[config.mk]
export PLATFORM = sky130hd
export DESIGN_NAME = dsdec_top
export DESIGN_NICKNAME = d
export VERILOG_FILES = /design/src/rtl/dsdec_pkg.sv /design/src/rtl/dsdec_ctrl.sv /design/src/rtl/dsdec_path.sv /design/src/rtl/dsdec_top.sv
export SDC_FILE = /design/constraint.sdc
export NUM_CORES = 1
export LEC_CHECK = 0
export BUFFER_PORTS_ARGS = -buffer_cell sky130_fd_sc_hd__clkbuf_2
export CAP_MARGIN = 40
export CORE_AREA = 8 8 53 55
export DETAILED_ROUTE_END_ITERATION = 6
export DIE_AREA = 0 0 61 63
export PLACE_DENSITY = 0.84
export SLEW_MARGIN = 20
export SYNTH_ARGS = -nofsm -noshare
export SYNTH_HDL_FRONTEND = slang
export SYNTH_SLANG_ARGS = --single-unit
export TNS_END_PERCENT = 100
[constraint.sdc]
create_clock -name vclk -period 2.17
set_input_delay 0.1085 -clock vclk [all_inputs]
set_output_delay 0.1085 -clock vclk [all_outputs]
set_load 0.05 [all_outputs]
[src/rtl/dsdec_pkg.sv]
package dsdec_pkg;
  // Strobes from the control half to the datapath half
  typedef struct packed {
    logic hitReg;
    logic hitStd;
    logic hitExt;
    logic hitSram;
    logic oor;
    logic illegal;
  } decStrobes_t;

  localparam int RGN_N = 4;
endpackage

[src/rtl/dsdec_ctrl.sv]
module dsdec_ctrl
  import dsdec_pkg::*;
#(
  parameter int ADDR_W   = 16,
  parameter int IO_W     = 8,
  parameter int REG_N    = 32,
  parameter int IO_N     = 64,
  parameter int EXT_END  = 256,
  parameter int SRAM_TOP = 16'h08FF
) (
  input  logic [ADDR_W-1:0] dataAddr,
  input  logic              ioMode,
  input  logic [IO_W-1:0]   ioAddr,
  output decStrobes_t       stb
);
  localparam logic [ADDR_W-1:0] STD_BASE  = ADDR_W'(REG_N);
  localparam logic [ADDR_W-1:0] EXT_BASE  = ADDR_W'(REG_N + IO_N);
  localparam logic [ADDR_W-1:0] SRAM_BASE = ADDR_W'(EXT_END);
  localparam logic [ADDR_W-1:0] TOP_A     = ADDR_W'(SRAM_TOP);
  localparam logic [ADDR_W-1:0] IO_LIM    = ADDR_W'(IO_N);

  logic ioBad;
  assign ioBad = ioMode && (ADDR_W'(ioAddr) >= IO_LIM);

  always_comb begin
    stb = '0;
    if (ioBad)                  stb.illegal = 1'b1;
    else if (dataAddr < STD_BASE)  stb.hitReg  = 1'b1;
    else if (dataAddr < EXT_BASE)  stb.hitStd  = 1'b1;
    else if (dataAddr < SRAM_BASE) stb.hitExt  = 1'b1;
    else if (dataAddr <= TOP_A)    stb.hitSram = 1'b1;
    else                           stb.oor     = 1'b1;
  end

  always_comb begin

    one_outcome_chk: assert ($countones(stb) == 1);

    illegal_only_io_chk: assert (!stb.illegal || ioMode);

    ext_not_io_chk: assert (!(stb.hitExt && ioMode));
  end
endmodule

[src/rtl/dsdec_path.sv]
module dsdec_path
  import dsdec_pkg::*;
#(
  parameter int ADDR_W  = 16,
  parameter int IO_W    = 8,
  parameter int REG_N   = 32,
  parameter int IO_N    = 64,
  parameter int EXT_END = 256
) (
  input  logic [ADDR_W-1:0] accAddr,
  input  logic              ioMode,
  input  logic [IO_W-1:0]   ioAddr,
  input  decStrobes_t       stb,
  output logic [ADDR_W-1:0] dataAddr,
  output logic [RGN_N-1:0]  regionSel,
  output logic [ADDR_W-1:0] regionOffset
);
  localparam logic [ADDR_W-1:0] STD_BASE  = ADDR_W'(REG_N);
  localparam logic [ADDR_W-1:0] EXT_BASE  = ADDR_W'(REG_N + IO_N);
  localparam logic [ADDR_W-1:0] SRAM_BASE = ADDR_W'(EXT_END);

  // I/O port numbers sit just past the register file in data space
  assign dataAddr  = ioMode ? (ADDR_W'(ioAddr) + STD_BASE) : accAddr;
  assign regionSel = {stb.hitSram, stb.hitExt, stb.hitStd, stb.hitReg};

  always_comb begin
    regionOffset = '0;
    if (stb.hitReg)       regionOffset = dataAddr;
    else if (stb.hitStd)  regionOffset = dataAddr - STD_BASE;
    else if (stb.hitExt)  regionOffset = dataAddr - EXT_BASE;
    else if (stb.hitSram) regionOffset = dataAddr - SRAM_BASE;
  end

  always_comb begin

    reg_offset_bound_chk: assert (!regionSel[0] || regionOffset < STD_BASE);

    std_offset_bound_chk: assert (!regionSel[1] || regionOffset < ADDR_W'(IO_N));

    io_lands_std_chk: assert (!(ioMode && !stb.illegal) || regionSel == 4'b0010);

    none_zero_offset_chk: assert (regionSel != '0 || regionOffset == '0);
  end
endmodule

[src/rtl/dsdec_top.sv]
module dsdec_top
  import dsdec_pkg::*;
#(
  parameter int ADDR_W   = 16,
  parameter int IO_W     = 8,
  parameter int REG_N    = 32,
  parameter int IO_N     = 64,
  parameter int EXT_END  = 256,
  parameter int SRAM_TOP = 16'h08FF
) (
  input  logic [ADDR_W-1:0] accAddr,
  input  logic              ioMode,
  input  logic [IO_W-1:0]   ioAddr,
  output logic [3:0]        regionSel,
  output logic [ADDR_W-1:0] regionOffset,
  output logic [ADDR_W-1:0] dataAddr,
  output logic              outOfRange,
  output logic              illegalAccess
);
  decStrobes_t stb;

  dsdec_path #(
    .ADDR_W(ADDR_W), .IO_W(IO_W), .REG_N(REG_N), .IO_N(IO_N), .EXT_END(EXT_END)
  ) uPath (
    .accAddr(accAddr), .ioMode(ioMode), .ioAddr(ioAddr), .stb(stb),
    .dataAddr(dataAddr), .regionSel(regionSel), .regionOffset(regionOffset)
  );

  dsdec_ctrl #(
    .ADDR_W(ADDR_W), .IO_W(IO_W), .REG_N(REG_N), .IO_N(IO_N),
    .EXT_END(EXT_END), .SRAM_TOP(SRAM_TOP)
  ) uCtrl (
    .dataAddr(dataAddr), .ioMode(ioMode), .ioAddr(ioAddr), .stb(stb)
  );

  assign outOfRange    = stb.oor;
  assign illegalAccess = stb.illegal;
endmodule

==> flow_summary.toml <==
[hold_path]
hold_path_cells = 3
min-delay-start = "accAddr[12]"
min-delay-path-class = "input port to output port"

[final_layout]
final_cell_mix = "sky130_fd_sc_hd__clkbuf_2, sky130_fd_sc_hd__buf_4, sky130_fd_sc_hd__buf_12"
nFlopsAndLatches = 0
area_of_the_multi_input_gates_um2 = 815
area_growth_syn_to_layout_pct = 92.9
num-clock-buffers = 0
final_common_cell = "sky130_fd_sc_hd__clkbuf_2"
final_layout_size_suffix_gt1_share_pct = 55.8
final_cells = 218
nets = 222
n_fill_cell = 147
insertedDiodeCount = 0
final-seq-area_um2 = 0

[sta]
timing.final.setup_violations = 0
finalMaxSlewViolations = 0
timing.final.crit_period_ns = 2.13
rsz0062_at_grt = "true"
setup-tns-final_ns = 0
period_share_pct = 98.2
maxClockFrequency_ghz = 0.469
finalHoldViolations = 0

[worst_setup_path]
critPathCapture = "regionOffset[7]"
worstSetupPathType = "input port to output port"
path_max_fanout = 3
endpoint_kind = "output port"
timing.critical_path.slowest_cell_delay_ns = 0.33
critical_path_s_top_delay_family = "buffers and inverters"
start_kind = "input port"
data_arrival_time_of_the_critical_path_ns = 2.02
worstPathCellList = "clkbuf_2, ha_1, xor2_1, nor3b_1, buf_4, nor3_4, mux2i_1, a211oi_1, a211o_2, buf_2"
required_ns = 2.06
worst_setup_path_startpoint = "ioAddr[5]"
slowest_stage = "sky130_fd_sc_hd__a211o_2"
cp.depth = 10
cp_num_buf_inv = 3

[power_and_ir_drop]
cellInternalPower_uw = 172
pwr-share-clk_pct = 0
share_seq_of_total_power_pct = 0
power-per-cell-area_mw_per_mm2 = 303
irDropWorstVdd_uv = 202
power.combinational.fraction_pct = 100.0
power_switching_share_pct = 63.0
power.net_switching_uw = 293
cellLeakagePower_uw = 0.000761

[floorplan]
die_h_um = 63
die_x_um = 61
std_cell_rows = 17
floorplan.initialDensity_pct = 38.6
core-area_mm2 = 0.00206
floorplan.io_pins = 63
die_area_mm2 = 0.00384

[grt]
grt_util_all_layers_pct = 16.7
grt_pass1_vias = 1246
antenna_found_initial = 0
wire_length_of_the_first_global_routing_pass_mm = 5.39
grt_start_max_net_pins = 22
residual_overflow_from_global_routing = 0

[place]
port_buffers = 62
hpwl_mm = 2.92
dp_cells = 218
routabilityCongestion = 0.950

[detailed_routing]
wirelength_mm = 3.44
route.vias.total = 1205
drc = 0
wire_per_inst_um = 15.8
vias_per_cell = 5.53
first_pass_iters = 4
ant_nets = 0
drt_first_iter_violations = 29

[logic_synthesis]
syn_area_um2 = 796
post_synth_inst_count = 116
yosys_warnings = 0
synth_cell_type_count = 38
ys_seq_area_share_pct = 0
synth.avg_cell_area_um2 = 6.86
number_of_nets_produced_by_synthesis = 146

[outcome]
run_status = "completed"

[cts]
cts-hold-fix-buffers = 0
postCtsSetupBuffers = 0

[run]
cap_viol_max_count = 0
cell families (layout without fill, tap and decap cells):
kind of cell             after synthesis  in the layout  share of synthesized area (%)
AND/OR/NAND/NOR                       54             54                           39.5
multiplexers                          11             11                           14.9
adder cells (fa/ha/maj)                5              5                           7.86
AO/OA/AOI/OAI                         26             26                           24.4
other                                  1              1                          0.471
buffers and inverters                 14             88                           7.39
XOR/XNOR                               5              5                           5.50
cells in the mapped netlist (all sizes together) (2+ instances only):
cell	instances	area, um2
nor2b	14	87.6
o21ai	5	25.0
xnor2	3	26.3
nor4	3	33.8
o22a	2	17.5
mux2i	4	40.0
nand2	7	26.3
buf	4	21.3
nor3b	2	15.0
a21oi	6	33.8
a211o	2	17.5
inv	10	37.5
mux2	7	78.8
nor2	14	52.6
nor3	7	51.3
a22o	3	26.3
xor2	2	17.5
a21o	2	15.0
a211oi	2	15.0
ha	5	62.6
through the flow:
stage | util, % | total power [uW] | hold WS (ns) | setup slack [ns] | instance area, um2
2_1_floorplan | - | 291 | 0.353 | -0.168 | 841
3_3_place_gp | 72.4 | 442 | 0.682 | -0.0353 | 1490
3_5_place_dp | 72.4 | 452 | 0.682 | -0.0502 | 1490
4_1_cts | 72.8 | 455 | 0.683 | 0.00532 | 1500
5_1_grt | 74.4 | 491 | 0.708 | -0.0372 | 1540
6_report | 74.4 | 465 | 0.692 | 0.0399 | 1540
layer usage:
metal / global-route usage (%) / routed length [um] / vias up
met4: 0.583 / 59 / 0
met5: 0 / 0 / -
met3: 6.38 / 447 / 7
met2: 29.4 / 1630 / 82
met1: 19.1 / 1310 / 552
li1: - / - / 564
worst min-delay path by stage:
stage	to	slack (ns)
after floorplan	dataAddr[5]	0.35
after CTS	dataAddr[12]	0.68
after global routing	dataAddr[15]	0.71
after global placement	dataAddr[12]	0.68
after detailed placement	dataAddr[12]	0.68
final	dataAddr[12]	0.69
layout make-up:
cell class,count,share of cell area (%)
well taps,28,2.28
repair buffers,78,42.2
inverters,10,2.44
multi-input cells,102,53.1
power groups by stage:
stage	clock, uW	sequential [uW]	combinational (uW)
2_1_floorplan	0	0	291
3_3_place_gp	0	0	442
3_5_place_dp	0	0	452
4_1_cts	0	0	455
5_1_grt	0	0	491
6_report	0	0	465
repair_timing:
| item | 4_1_cts | 5_1_grt |
|---|---|---|
| hold endpoints to repair | 0 | 0 |
| endpoints found under the setup margin | 2 | 15 |
| gates resized for setup | 3 | 11 |
No activity file was read; power rests on OpenSTA's default activity.
